$ cat src/rtl/dmar_pkg.sv
package dmar_pkg;

  // Width of the short block length field (length minus one, 1..32 words)
  localparam int SHORT_W = 5;

  // Source kind inside one channel; lower value wins line arbitration
  typedef enum logic {
    SRC_TX = 1'b0,
    SRC_RX = 1'b1
  } dmar_src_e;

endpackage

$ cat src/rtl/dmar_channel.sv
module dmar_channel
  import dmar_pkg::*;
#(
  parameter int BUF_W = 7,
  parameter int CNT_W = 16
) (
  input  logic               clk,
  input  logic               rst,
  input  logic               cfg_tx_en,
  input  logic               cfg_rx_en,
  input  logic               cfg_ext_en,
  input  logic [BUF_W-1:0]   cfg_buf,
  input  logic [SHORT_W-1:0] cfg_short_len,
  input  logic [CNT_W-1:0]   cfg_ext_len,
  input  logic               start,
  input  logic               clr,
  input  logic               tx_rdy_vld,
  input  logic [BUF_W-1:0]   tx_rdy_buf,
  input  logic               rx_full_vld,
  input  logic [BUF_W-1:0]   rx_full_buf,
  input  logic               tx_grant,
  input  logic               rx_grant,
  output logic               tx_pend,
  output logic               rx_pend,
  output logic               active,
  output logic               done
);

  logic [CNT_W-1:0] cnt_q;
  logic [CNT_W-1:0] load_val;
  logic             tx_hit, rx_hit, word, last;

  always_comb begin
    load_val = cfg_ext_en ? cfg_ext_len : (CNT_W'(cfg_short_len) + CNT_W'(1));
    tx_hit   = active && cfg_tx_en && tx_rdy_vld  && (tx_rdy_buf  == cfg_buf);
    rx_hit   = active && cfg_rx_en && rx_full_vld && (rx_full_buf == cfg_buf);
    word     = active && (cfg_rx_en ? rx_grant : tx_grant);
    last     = word && (cnt_q == CNT_W'(1));
  end

  always_ff @(posedge clk) begin
    if (rst) begin
      cnt_q   <= '0;
      active  <= 1'b0;
      tx_pend <= 1'b0;
      rx_pend <= 1'b0;
      done    <= 1'b0;
    end else if (start) begin
      cnt_q   <= load_val;
      active  <= (load_val != '0);
      tx_pend <= 1'b0;
      rx_pend <= 1'b0;
      done    <= (load_val == '0);
    end else if (last) begin
      cnt_q   <= '0;
      active  <= 1'b0;
      tx_pend <= 1'b0;
      rx_pend <= 1'b0;
      done    <= 1'b1;
    end else begin
      if (clr) done <= 1'b0;
      if (active) begin
        cnt_q   <= cnt_q - CNT_W'(word);
        tx_pend <= (tx_pend && !tx_grant) || tx_hit;
        rx_pend <= (rx_pend && !rx_grant) || rx_hit;
      end
    end
  end

endmodule

$ cat src/rtl/dmar_ack_arbiter.sv
module dmar_ack_arbiter
  import dmar_pkg::*;
#(
  parameter int NUM_CH    = 8,
  parameter int NUM_LINES = 16,
  localparam int SEL_W    = $clog2(NUM_LINES)
) (
  input  logic [NUM_CH-1:0]       tx_pend,
  input  logic [NUM_CH-1:0]       rx_pend,
  input  logic [NUM_CH*SEL_W-1:0] tx_sel,
  input  logic [NUM_CH*SEL_W-1:0] rx_sel,
  input  logic [NUM_LINES-1:0]    dma_ack,
  output logic [NUM_CH-1:0]       tx_grant,
  output logic [NUM_CH-1:0]       rx_grant
);

  logic             taken;
  logic             src_pend;
  logic [SEL_W-1:0] src_sel;
  dmar_src_e        kind;

  // Per line: first pending source in order ch0.tx, ch0.rx, ch1.tx, ...
  always_comb begin
    tx_grant = '0;
    rx_grant = '0;
    taken    = 1'b0;
    src_pend = 1'b0;
    src_sel  = '0;
    kind     = SRC_TX;
    for (int l = 0; l < NUM_LINES; l++) begin
      taken = 1'b0;
      for (int ch = 0; ch < NUM_CH; ch++) begin
        for (int s = 0; s < 2; s++) begin
          kind     = dmar_src_e'(s);
          src_pend = (kind == SRC_RX) ? rx_pend[ch] : tx_pend[ch];
          src_sel  = (kind == SRC_RX) ? rx_sel[ch*SEL_W +: SEL_W] : tx_sel[ch*SEL_W +: SEL_W];
          if (dma_ack[l] && !taken && src_pend && (src_sel == SEL_W'(l))) begin
            taken = 1'b1;
            if (kind == SRC_RX) rx_grant[ch] = 1'b1;
            else                tx_grant[ch] = 1'b1;
          end
        end
      end
    end
  end

endmodule

$ cat src/rtl/dmar_line_combine.sv
module dmar_line_combine #(
  parameter int NUM_CH    = 8,
  parameter int NUM_LINES = 16,
  localparam int SEL_W    = $clog2(NUM_LINES)
) (
  input  logic                    clk,
  input  logic                    rst,
  input  logic [NUM_CH-1:0]       tx_pend,
  input  logic [NUM_CH-1:0]       rx_pend,
  input  logic [NUM_CH*SEL_W-1:0] tx_sel,
  input  logic [NUM_CH*SEL_W-1:0] rx_sel,
  output logic [NUM_LINES-1:0]    req_q
);

  logic [NUM_CH-1:0][NUM_LINES-1:0] tx_dec, rx_dec;
  logic [NUM_LINES-1:0]             req_d;

  for (genvar ch = 0; ch < NUM_CH; ch++) begin : g_dec
    assign tx_dec[ch] = tx_pend[ch] ? (NUM_LINES'(1) << tx_sel[ch*SEL_W +: SEL_W]) : '0;
    assign rx_dec[ch] = rx_pend[ch] ? (NUM_LINES'(1) << rx_sel[ch*SEL_W +: SEL_W]) : '0;
  end

  always_comb begin
    req_d = '0;
    for (int ch = 0; ch < NUM_CH; ch++) req_d = req_d | tx_dec[ch] | rx_dec[ch];
  end

  always_ff @(posedge clk) begin
    if (rst) req_q <= '0;
    else     req_q <= req_d;
  end

endmodule

$ cat src/rtl/dma_req_router.sv
module dma_req_router
  import dmar_pkg::*;
#(
  parameter int NUM_CH    = 8,
  parameter int NUM_LINES = 16,
  parameter int BUF_W     = 7,
  parameter int CNT_W     = 16,
  localparam int SEL_W    = $clog2(NUM_LINES)
) (
  input  logic                      clk,
  input  logic                      rst,
  input  logic [NUM_CH-1:0]         cfg_tx_en,
  input  logic [NUM_CH-1:0]         cfg_rx_en,
  input  logic [NUM_CH-1:0]         cfg_ext_en,
  input  logic [NUM_CH*BUF_W-1:0]   cfg_buf_idx,
  input  logic [NUM_CH*SEL_W-1:0]   cfg_tx_sel,
  input  logic [NUM_CH*SEL_W-1:0]   cfg_rx_sel,
  input  logic [NUM_CH*SHORT_W-1:0] cfg_short_len,
  input  logic [NUM_CH*CNT_W-1:0]   cfg_ext_len,
  input  logic [NUM_CH-1:0]         ch_start,
  input  logic [NUM_CH-1:0]         done_clr,
  input  logic                      tx_rdy_vld,
  input  logic [BUF_W-1:0]          tx_rdy_buf,
  input  logic                      rx_full_vld,
  input  logic [BUF_W-1:0]          rx_full_buf,
  input  logic [NUM_LINES-1:0]      dma_ack,
  output logic [NUM_LINES-1:0]      dma_req,
  output logic [NUM_CH-1:0]         ch_done
);

  logic [NUM_CH-1:0] tx_pend, rx_pend, ch_active;
  logic [NUM_CH-1:0] tx_grant, rx_grant;

  for (genvar ch = 0; ch < NUM_CH; ch++) begin : g_ch
    dmar_channel #(.BUF_W(BUF_W), .CNT_W(CNT_W)) chan_i (
      .clk           (clk),
      .rst           (rst),
      .cfg_tx_en     (cfg_tx_en[ch]),
      .cfg_rx_en     (cfg_rx_en[ch]),
      .cfg_ext_en    (cfg_ext_en[ch]),
      .cfg_buf       (cfg_buf_idx[ch*BUF_W +: BUF_W]),
      .cfg_short_len (cfg_short_len[ch*SHORT_W +: SHORT_W]),
      .cfg_ext_len   (cfg_ext_len[ch*CNT_W +: CNT_W]),
      .start         (ch_start[ch]),
      .clr           (done_clr[ch]),
      .tx_rdy_vld    (tx_rdy_vld),
      .tx_rdy_buf    (tx_rdy_buf),
      .rx_full_vld   (rx_full_vld),
      .rx_full_buf   (rx_full_buf),
      .tx_grant      (tx_grant[ch]),
      .rx_grant      (rx_grant[ch]),
      .tx_pend       (tx_pend[ch]),
      .rx_pend       (rx_pend[ch]),
      .active        (ch_active[ch]),
      .done          (ch_done[ch])
    );
  end

  dmar_ack_arbiter #(.NUM_CH(NUM_CH), .NUM_LINES(NUM_LINES)) arb_i (
    .tx_pend  (tx_pend),
    .rx_pend  (rx_pend),
    .tx_sel   (cfg_tx_sel),
    .rx_sel   (cfg_rx_sel),
    .dma_ack  (dma_ack),
    .tx_grant (tx_grant),
    .rx_grant (rx_grant)
  );

  dmar_line_combine #(.NUM_CH(NUM_CH), .NUM_LINES(NUM_LINES)) comb_i (
    .clk     (clk),
    .rst     (rst),
    .tx_pend (tx_pend),
    .rx_pend (rx_pend),
    .tx_sel  (cfg_tx_sel),
    .rx_sel  (cfg_rx_sel),
    .req_q   (dma_req)
  );

endmodule

$ cat config.mk
export PLATFORM = sky130hd
export DESIGN_NAME = dma_req_router
export DESIGN_NICKNAME = d
export VERILOG_FILES = /design/src/rtl/dmar_pkg.sv /design/src/rtl/dmar_channel.sv /design/src/rtl/dmar_ack_arbiter.sv /design/src/rtl/dmar_line_combine.sv /design/src/rtl/dma_req_router.sv
export SDC_FILE = /design/constraint.sdc
export NUM_CORES = 1
export LEC_CHECK = 0
export CAP_MARGIN = 20
export CORE_MARGIN = 1.5
export CORE_UTILIZATION = 43
export DETAILED_ROUTE_END_ITERATION = 7
export HOLD_SLACK_MARGIN = 0.15
export PLACE_DENSITY = 0.69
export SYNTH_ARGS = -nofsm -noshare
export SYNTH_HDL_FRONTEND = slang
export SYNTH_SLANG_ARGS = --single-unit
$ cat constraint.sdc
create_clock -name clk -period 6.51 [get_ports clk]
set_input_delay 0.9765 -clock clk [delete_from_list [all_inputs] [get_ports clk]]
set_output_delay 0.9765 -clock clk [all_outputs]
set_load 0.005 [all_outputs]
==> After elaboration in Yosys (flattened, before gate mapping) <==
Cells that the tools add are included.
W data, S select, Z words.
{ "totals": {"regBits": 176, "output_inout_bits": 24} }
{ "op_classes": {"n_addsub": 16, "n_reduce_logical": 1168, "n_mux": 591, "eq_ne": 264, "bitwise": 15, "shifts": 16} }
{ "ops": {"columns": ["op", "count"], "rows": [
  ["$logic_and A1 B1 Y1", 832],
  ["$mux W16", 48],
  ["$mux W1", 543],
  ["$eq A4 B4 Y1 const B", 128],
  ["$eq A4 B3 Y1 const B", 64],
  ["$logic_not A1 Y1", 256],
  ["$shl A1 B4 Y16 const A", 16],
  ["$or A16 B16 Y16", 15],
  ["$eq A16 B1 Y1 const B", 8],
  ["$eq A4 B2 Y1 const B", 32],
  ["$logic_not A16 Y1", 8],
  ["$reduce_bool A16 Y1", 8],
  ["$sub A16 B1 Y16", 8],
  ["$eq A7 B7 Y1", 16],
  ["$eq A4 B1 Y1 const B", 16],
  ["$logic_not A4 Y1", 16],
  ["$add A5 B1 Y6 const B", 8],
  ["$reduce_bool A3 Y1", 16],
  ["$reduce_or A3 Y1", 8],
  ["$logic_or A1 B1 Y1", 16],
  ["$reduce_bool A2 Y1", 8]
]} }

==> Longest topological paths before layout <==
{ "depth": {"word_depth": 99, "mapped_depth": 20, "mapped_depth_nobuf": 18} }

==> Modules after synthesis <==
A second synthesis with hierarchy kept.
{ "hier_totals": {"cells_unflattened": 2932, "area_unflattened_um2": 20541.0} }
{ "modules_own_cells": {"columns": ["module", "instances", "seq_area_each_um2", "cells_each", "area_per_inst_um2"], "rows": [
  ["dmar_channel at g_ch[0].chan_i ...", 7, 400.4, 202, 1557.7],
  ["dmar_ack_arbiter", 1, 0.0, 958, 5696.7],
  ["dmar_line_combine", 1, 320.3, 363, 2393.5],
  ["dmar_channel at g_ch[7].chan_i", 1, 400.4, 197, 1546.5]
]} }

==> Worst setup path before layout <==
Ideal clock, no wire load.
{ "synth_timing": {"kind": "input to register", "start": "input cfg_rx_sel[3]", "end": "register g_ch[2].chan_i.cnt_q[14]", "t_required_ns": 6.393, "setup_slack_ns": 1.674, "setup_ns": 0.117, "t_arrival_ns": 4.718, "cell_stages": 18, "n_path_buf": 1, "cell_sequence": "buf_2 > nand3b_1 > o22ai_1 > nor3_1 > or3b_1 > a211o_1 > and2_0 > a2bb2oi_1 > and2_1 > ha_1 > ha_1 > nand3b_1 > or4b_2 > nor3_1 > nand2_1 > o21ai_0 > nand2_1 > a32o_1"} }
{ "synth_between": {"elab_chain_cells": 44, "elab_cells_between_ends": 392, "cone_classes": "add/sub: 1; eq/ne: 15; mux: 100; reduce/logical: 276"} }
{ "synth_lines": {"columns": ["item", "line_no", "source"], "rows": [
  ["start, declared", "dma_req_router.sv:17", "input logic [NUM_CH*SEL_W-1:0] cfg_rx_sel,"],
  ["$logic_not A4 Y1", "dmar_ack_arbiter.sv:37", "if (dma_ack[l] && !taken && src_pend && (src_sel == SEL_W'(l))) begin"],
  ["$logic_and A1 B1 Y1", "dmar_ack_arbiter.sv:37", null],
  ["$mux W1", "dmar_ack_arbiter.sv:37", null],
  ["$logic_not A1 Y1", "dmar_ack_arbiter.sv:37", null],
  ["$logic_and A1 B1 Y1 (3 in a row)", "dmar_ack_arbiter.sv:37", null],
  ["$mux W1", "dmar_ack_arbiter.sv:37", null],
  ["$logic_not A1 Y1", "dmar_ack_arbiter.sv:37", null],
  ["$logic_and A1 B1 Y1 (3 in a row)", "dmar_ack_arbiter.sv:37", null],
  ["[... 7 more ...]", null, null],
  ["$logic_and A1 B1 Y1 (3 in a row)", "dmar_ack_arbiter.sv:37", null],
  ["$mux W1 (16 in a row)", "dmar_ack_arbiter.sv:37", null],
  ["$mux W1 *", "dmar_channel.sv:37", "word = active && (cfg_rx_en ? rx_grant : tx_grant);"],
  ["$logic_and A1 B1 Y1 *", "dmar_channel.sv:37", null],
  ["$sub A16 B1 Y16", "dmar_channel.sv:63", "cnt_q <= cnt_q - CNT_W'(word);"],
  ["$mux W16", "dmar_channel.sv:62", "if (active) begin"],
  ["$mux W16", "dmar_channel.sv:54", "end else if (last) begin"],
  ["$mux W16", "dmar_channel.sv:48", "end else if (start) begin"],
  ["end signal, assigned", "dmar_channel.sv:49", "cnt_q <= load_val;"],
  ["end signal, assigned", "dmar_channel.sv:63", null],
  ["end, declared", "dmar_channel.sv:29", "logic [CNT_W-1:0] cnt_q;"]
]} }
Mark *: on every way between the ends. The rest lies on a longest branch, timed or not. The select of a mux whose other input is x is not followed.
A chain may end at the register's enable or synchronous reset.

==> Worst setup path in the final report <==
{ "layout_timing": {"start": "input cfg_tx_sel[0]", "end": "register g_ch[2].chan_i.cnt_q[14]"} }
{ "layout_between": {"elab_chain_cells": 49, "elab_cells_between_ends": 472, "cone_classes": "add/sub: 1; eq/ne: 15; mux: 116; reduce/logical: 340"} }
{ "layout_lines": {"columns": ["item", "line_no", "source"], "rows": [
  ["start, declared", "dma_req_router.sv:16", "input logic [NUM_CH*SEL_W-1:0] cfg_tx_sel,"],
  ["$logic_not A4 Y1", "dmar_ack_arbiter.sv:37", null],
  ["$logic_and A1 B1 Y1", "dmar_ack_arbiter.sv:37", null],
  ["$mux W1", "dmar_ack_arbiter.sv:37", null],
  ["$logic_not A1 Y1", "dmar_ack_arbiter.sv:37", null],
  ["$logic_and A1 B1 Y1 (3 in a row)", "dmar_ack_arbiter.sv:37", null],
  ["$mux W1", "dmar_ack_arbiter.sv:37", null],
  ["$logic_not A1 Y1", "dmar_ack_arbiter.sv:37", null],
  ["$logic_and A1 B1 Y1 (3 in a row)", "dmar_ack_arbiter.sv:37", null],
  ["[... 12 more ...]", null, null],
  ["$logic_and A1 B1 Y1 (3 in a row)", "dmar_ack_arbiter.sv:37", null],
  ["$mux W1 (16 in a row)", "dmar_ack_arbiter.sv:37", null],
  ["$mux W1 *", "dmar_channel.sv:37", null],
  ["$logic_and A1 B1 Y1 *", "dmar_channel.sv:37", null],
  ["$sub A16 B1 Y16", "dmar_channel.sv:63", null],
  ["$mux W16", "dmar_channel.sv:62", null],
  ["$mux W16", "dmar_channel.sv:54", null],
  ["$mux W16", "dmar_channel.sv:48", null]
]} }
Marked as above.

==> impl_metrics.tcl <==
set metrics [dict create \
    synth.area.top_cells "dfxtp_1 19%, nor2_1 7.2%, xnor2_1 5.3%" \
    multiInputGateArea_um2 13930 \
    nFillCells 4037 \
    finalSetupViolCount 0 \
    routabilityCongestion 1.041 \
    yosys.area.top_type "dfxtp_1" \
    met3_length_um 8490 \
    drt_iter0_markers 2599 \
    post_cts_buffers 0 \
    whs_ns 0.5021 \
    io_pins 386 \
    cts_sinks 176 \
    place_area_um2 22630 \
    finalNonFillerCells 3495 \
    regArea_um2 3523 \
    criticalPathCategory "primary input to register" \
    die_height_um 209.4 \
    drive_above_1_share_pct 7.320 \
    stdcell_area_um2 23250 \
    synth_flop_cell "dfxtp_1" \
    violations "DRC" \
    root_buffer "clkbuf_16" \
    h-tree-depth 4 \
    critPathRequiredTime_ns 6.90 \
    die_area_um2 43850 \
    max_freq_ghz 0.1684 \
    dp.cells 3456 \
    clock_path_buffers 2 \
    layout.nets 3324 \
    core_um2 41950 \
    worst_pin_slew_ns 1.322 \
    slew_violations 0 \
    grt_max_degree 52 \
    netlist_area_um2 18320 \
    synth_warnings 0 \
    path_cells "clkdlybuf4s50_1 > or2_1 > o21ai_1 > nor3_1 > or3b_1 > a211o_1 > and2_0 > a2bb2oi_1 > and2_1 > ha_1 > ha_1 > nand3b_1 > or4b_2 > nor3_1 > nand2_1 > o21ai_0 > nand2_1 > a32o_1" \
    status "complete, but fails checks" \
    drt-total-wl_um 86010 \
    synthCells 2626 \
    worstSetupPathDepth 18 \
    start_util_pct 43.67 \
    clk_latency_ns 0.51 \
    whs_path_depth 2 \
    hold_class "register to register" \
    grt_first_pass_wirelength_um 129700 \
    critPathArrivalTime_ns 6.33 \
    top_signal_layer_used "met5" \
    cts_resized 0 \
    die_x_um 209.4 \
    rows 75 \
    synth.ff_latch_count 176 \
    synth_area_per_cell_um2 6.976 \
    area_growth_pct 26.90 \
    cap_violations 0 \
    peakVddDrop_v 0.0001189 \
    portBuffers 385 \
    grt_use_total_pct 38.28 \
    netlist.area_leader.share_pct 19.23 \
    clock_skew_ns 0.01875 \
    cts_buffers 17 \
    grt_pass1_vias 22100 \
    viasPerCell 6.666 \
    hold_buffers 0 \
    cts_tree "done" \
    synth_cell_types 103 \
    yosysMostFrequentCell "nor2_1" \
    cp_num_buf_inv 1 \
    final_util_pct 55.42 \
    crit_path_end_kind "register" \
    postRouteAntennaNets 0 \
    cp_max_fo 9 \
    dp_hpwl_um 68870 \
    wl_met1_um 35160 \
    synth_nets 3012 \
    fin_crit_ns 5.938 \
    worstRegToRegCells 17 \
    antenna_found_initial 7 \
    finalCritPeriodShare_pct 91.22 \
    overflow 0 \
    cts.clk_slew.worst_paths_ns 0.07 \
    p_leak_nw 7.743 \
    rsz0062_at_grt "false" \
    synth_edf_count 0 \
    synth-async-reset-ratio_pct 0 \
    wl_met2_um 37830 \
    critical_path.top_delay_family "simple AND/OR/NAND/NOR gates" \
    drc 12 \
    synth-seq-area-share_pct 19.23 \
    hold_viol 0 \
    slowest_delay_ns 0.70 \
    synthTopCellsByCount "351 x nor2_1, 207 x nand2_1, 176 x dfxtp_1" \
    slew_headroom_pct 11.03 \
    vias 23300 \
    finalSetupTns_ns 0 \
    critPathSlowestCell "or4b_2" \
    power.density_nw_per_um2 139.8 \
    critPathLaunchType "primary input" \
    drtPass1Iterations 8 \
    wire_per_inst_um 24.61 \
]
## worst paths after layout
path,slack [ns],start,to
worst max-delay path,0.57,cfg_tx_sel[0],g_ch[2].chan_i.cnt_q[14]$_SDFFE_PP0P_
worst min-delay path,0.50,g_ch[0].chan_i.cnt_q[1]$_SDFFE_PP0P_,g_ch[0].chan_i.cnt_q[1]$_SDFFE_PP0P_
worst max register to register,1.38,g_ch[2].chan_i.tx_pend$_SDFFE_PP0P_,g_ch[2].chan_i.cnt_q[14]$_SDFFE_PP0P_
worst min register to register,0.50,g_ch[0].chan_i.cnt_q[1]$_SDFFE_PP0P_,g_ch[0].chan_i.cnt_q[1]$_SDFFE_PP0P_
## area by class of cell
type | count | area share, %
multi-input cells | 2245 | 59.91
repair buffers | 450 | 18.68
flip-flops and latches | 176 | 15.16
well taps | 539 | 2.901
clock buffers | 22 | 2.126
inverters | 48 | 0.7751
clock inverters | 10 | 0.3929
diodes | 5 | 0.05382
## worst reg2reg max path, cell delays in order, from the launching register on
cell and delay (ns):
dfxtp_1 0.54, or3b_2 0.56, nor2_1 0.26, nor4b_1 0.37, nor4_1 0.14, and4_1 0.17
nand3_1 0.11, a2bb2oi_1 0.42, and2_1 0.20, ha_1 0.20, ha_1 0.18, nand3b_1 0.16
or4b_2 0.70, nor3_1 0.37, nand2_1 0.12, o21ai_0 0.17, nand2_1 0.08, a32o_1 0.26
## flip-flops by register name (all words and copies together), names as in the netlist
| register | count |
|---|---|
| comb_i.req_q | 16 |
| g_ch.chan_i.tx_pend | 8 |
| g_ch.chan_i.active | 8 |
| g_ch.chan_i.rx_pend | 8 |
| g_ch.chan_i.done | 8 |
| g_ch.chan_i.cnt_q | 128 |
## cells in the final DEF, fill, tap and decap left out, types with 13 or more instances in the layout
cell	count
nand2b_1	50
buf_4	65
nand4_1	108
or2_2	33
nand3b_1	38
nor2_1	351
dfxtp_1	176
o21ai_0	66
clkdlybuf4s50_1	384
o32ai_1	15
nand2_1	207
o2111ai_1	13
o211ai_1	22
nor4_1	119
xor2_1	76
nand3_1	138
or3_1	26
o22ai_1	97
nor3_1	161
a32o_1	33
a211oi_1	19
nor3b_1	14
xnor2_1	111
o31ai_1	18
a22o_1	16
nor2b_1	21
a31oi_1	23
ha_1	24
inv_1	47
a21oi_1	146
clkbuf_16	17
## power by group
group | internal, mW | leakage, nW | switching [mW]
Clock | 0.547 | 0.279 | 0.516
Combinational | 0.452 | 6.02 | 0.525
Sequential | 1.14 | 1.44 | 0.0749
## kinds of logic after synthesis
kind of cell	share of synthesized area, %
flip-flops	19.23
adder cells (fa/ha/maj)	1.639
multiplexers	0.7308
AO/OA/AOI/OAI	24.76
AND/OR/NAND/NOR	39.92
buffers and inverters	4.774
XOR/XNOR	8.941
## layer usage
| metal | vias to the layer above | global-route usage [%] |
|---|---|---|
| met1 | 11010 | 49.63 |
| li1 | 10610 | - |
| met5 | - | 0 |
| met4 | 10 | 19.14 |
| met2 | 1391 | 59.91 |
| met3 | 285 | 8.409 |
## per-stage QoR
step	setup slack (ns)	power [mW]
floorplan	1.674	1.734
global placement	0.3202	2.158
detailed placement	0.1744	2.182
CTS	0.6922	3.241
global route	0.1871	3.374
finish	0.5715	3.251
No activity file was read; power rests on OpenSTA's default activity.
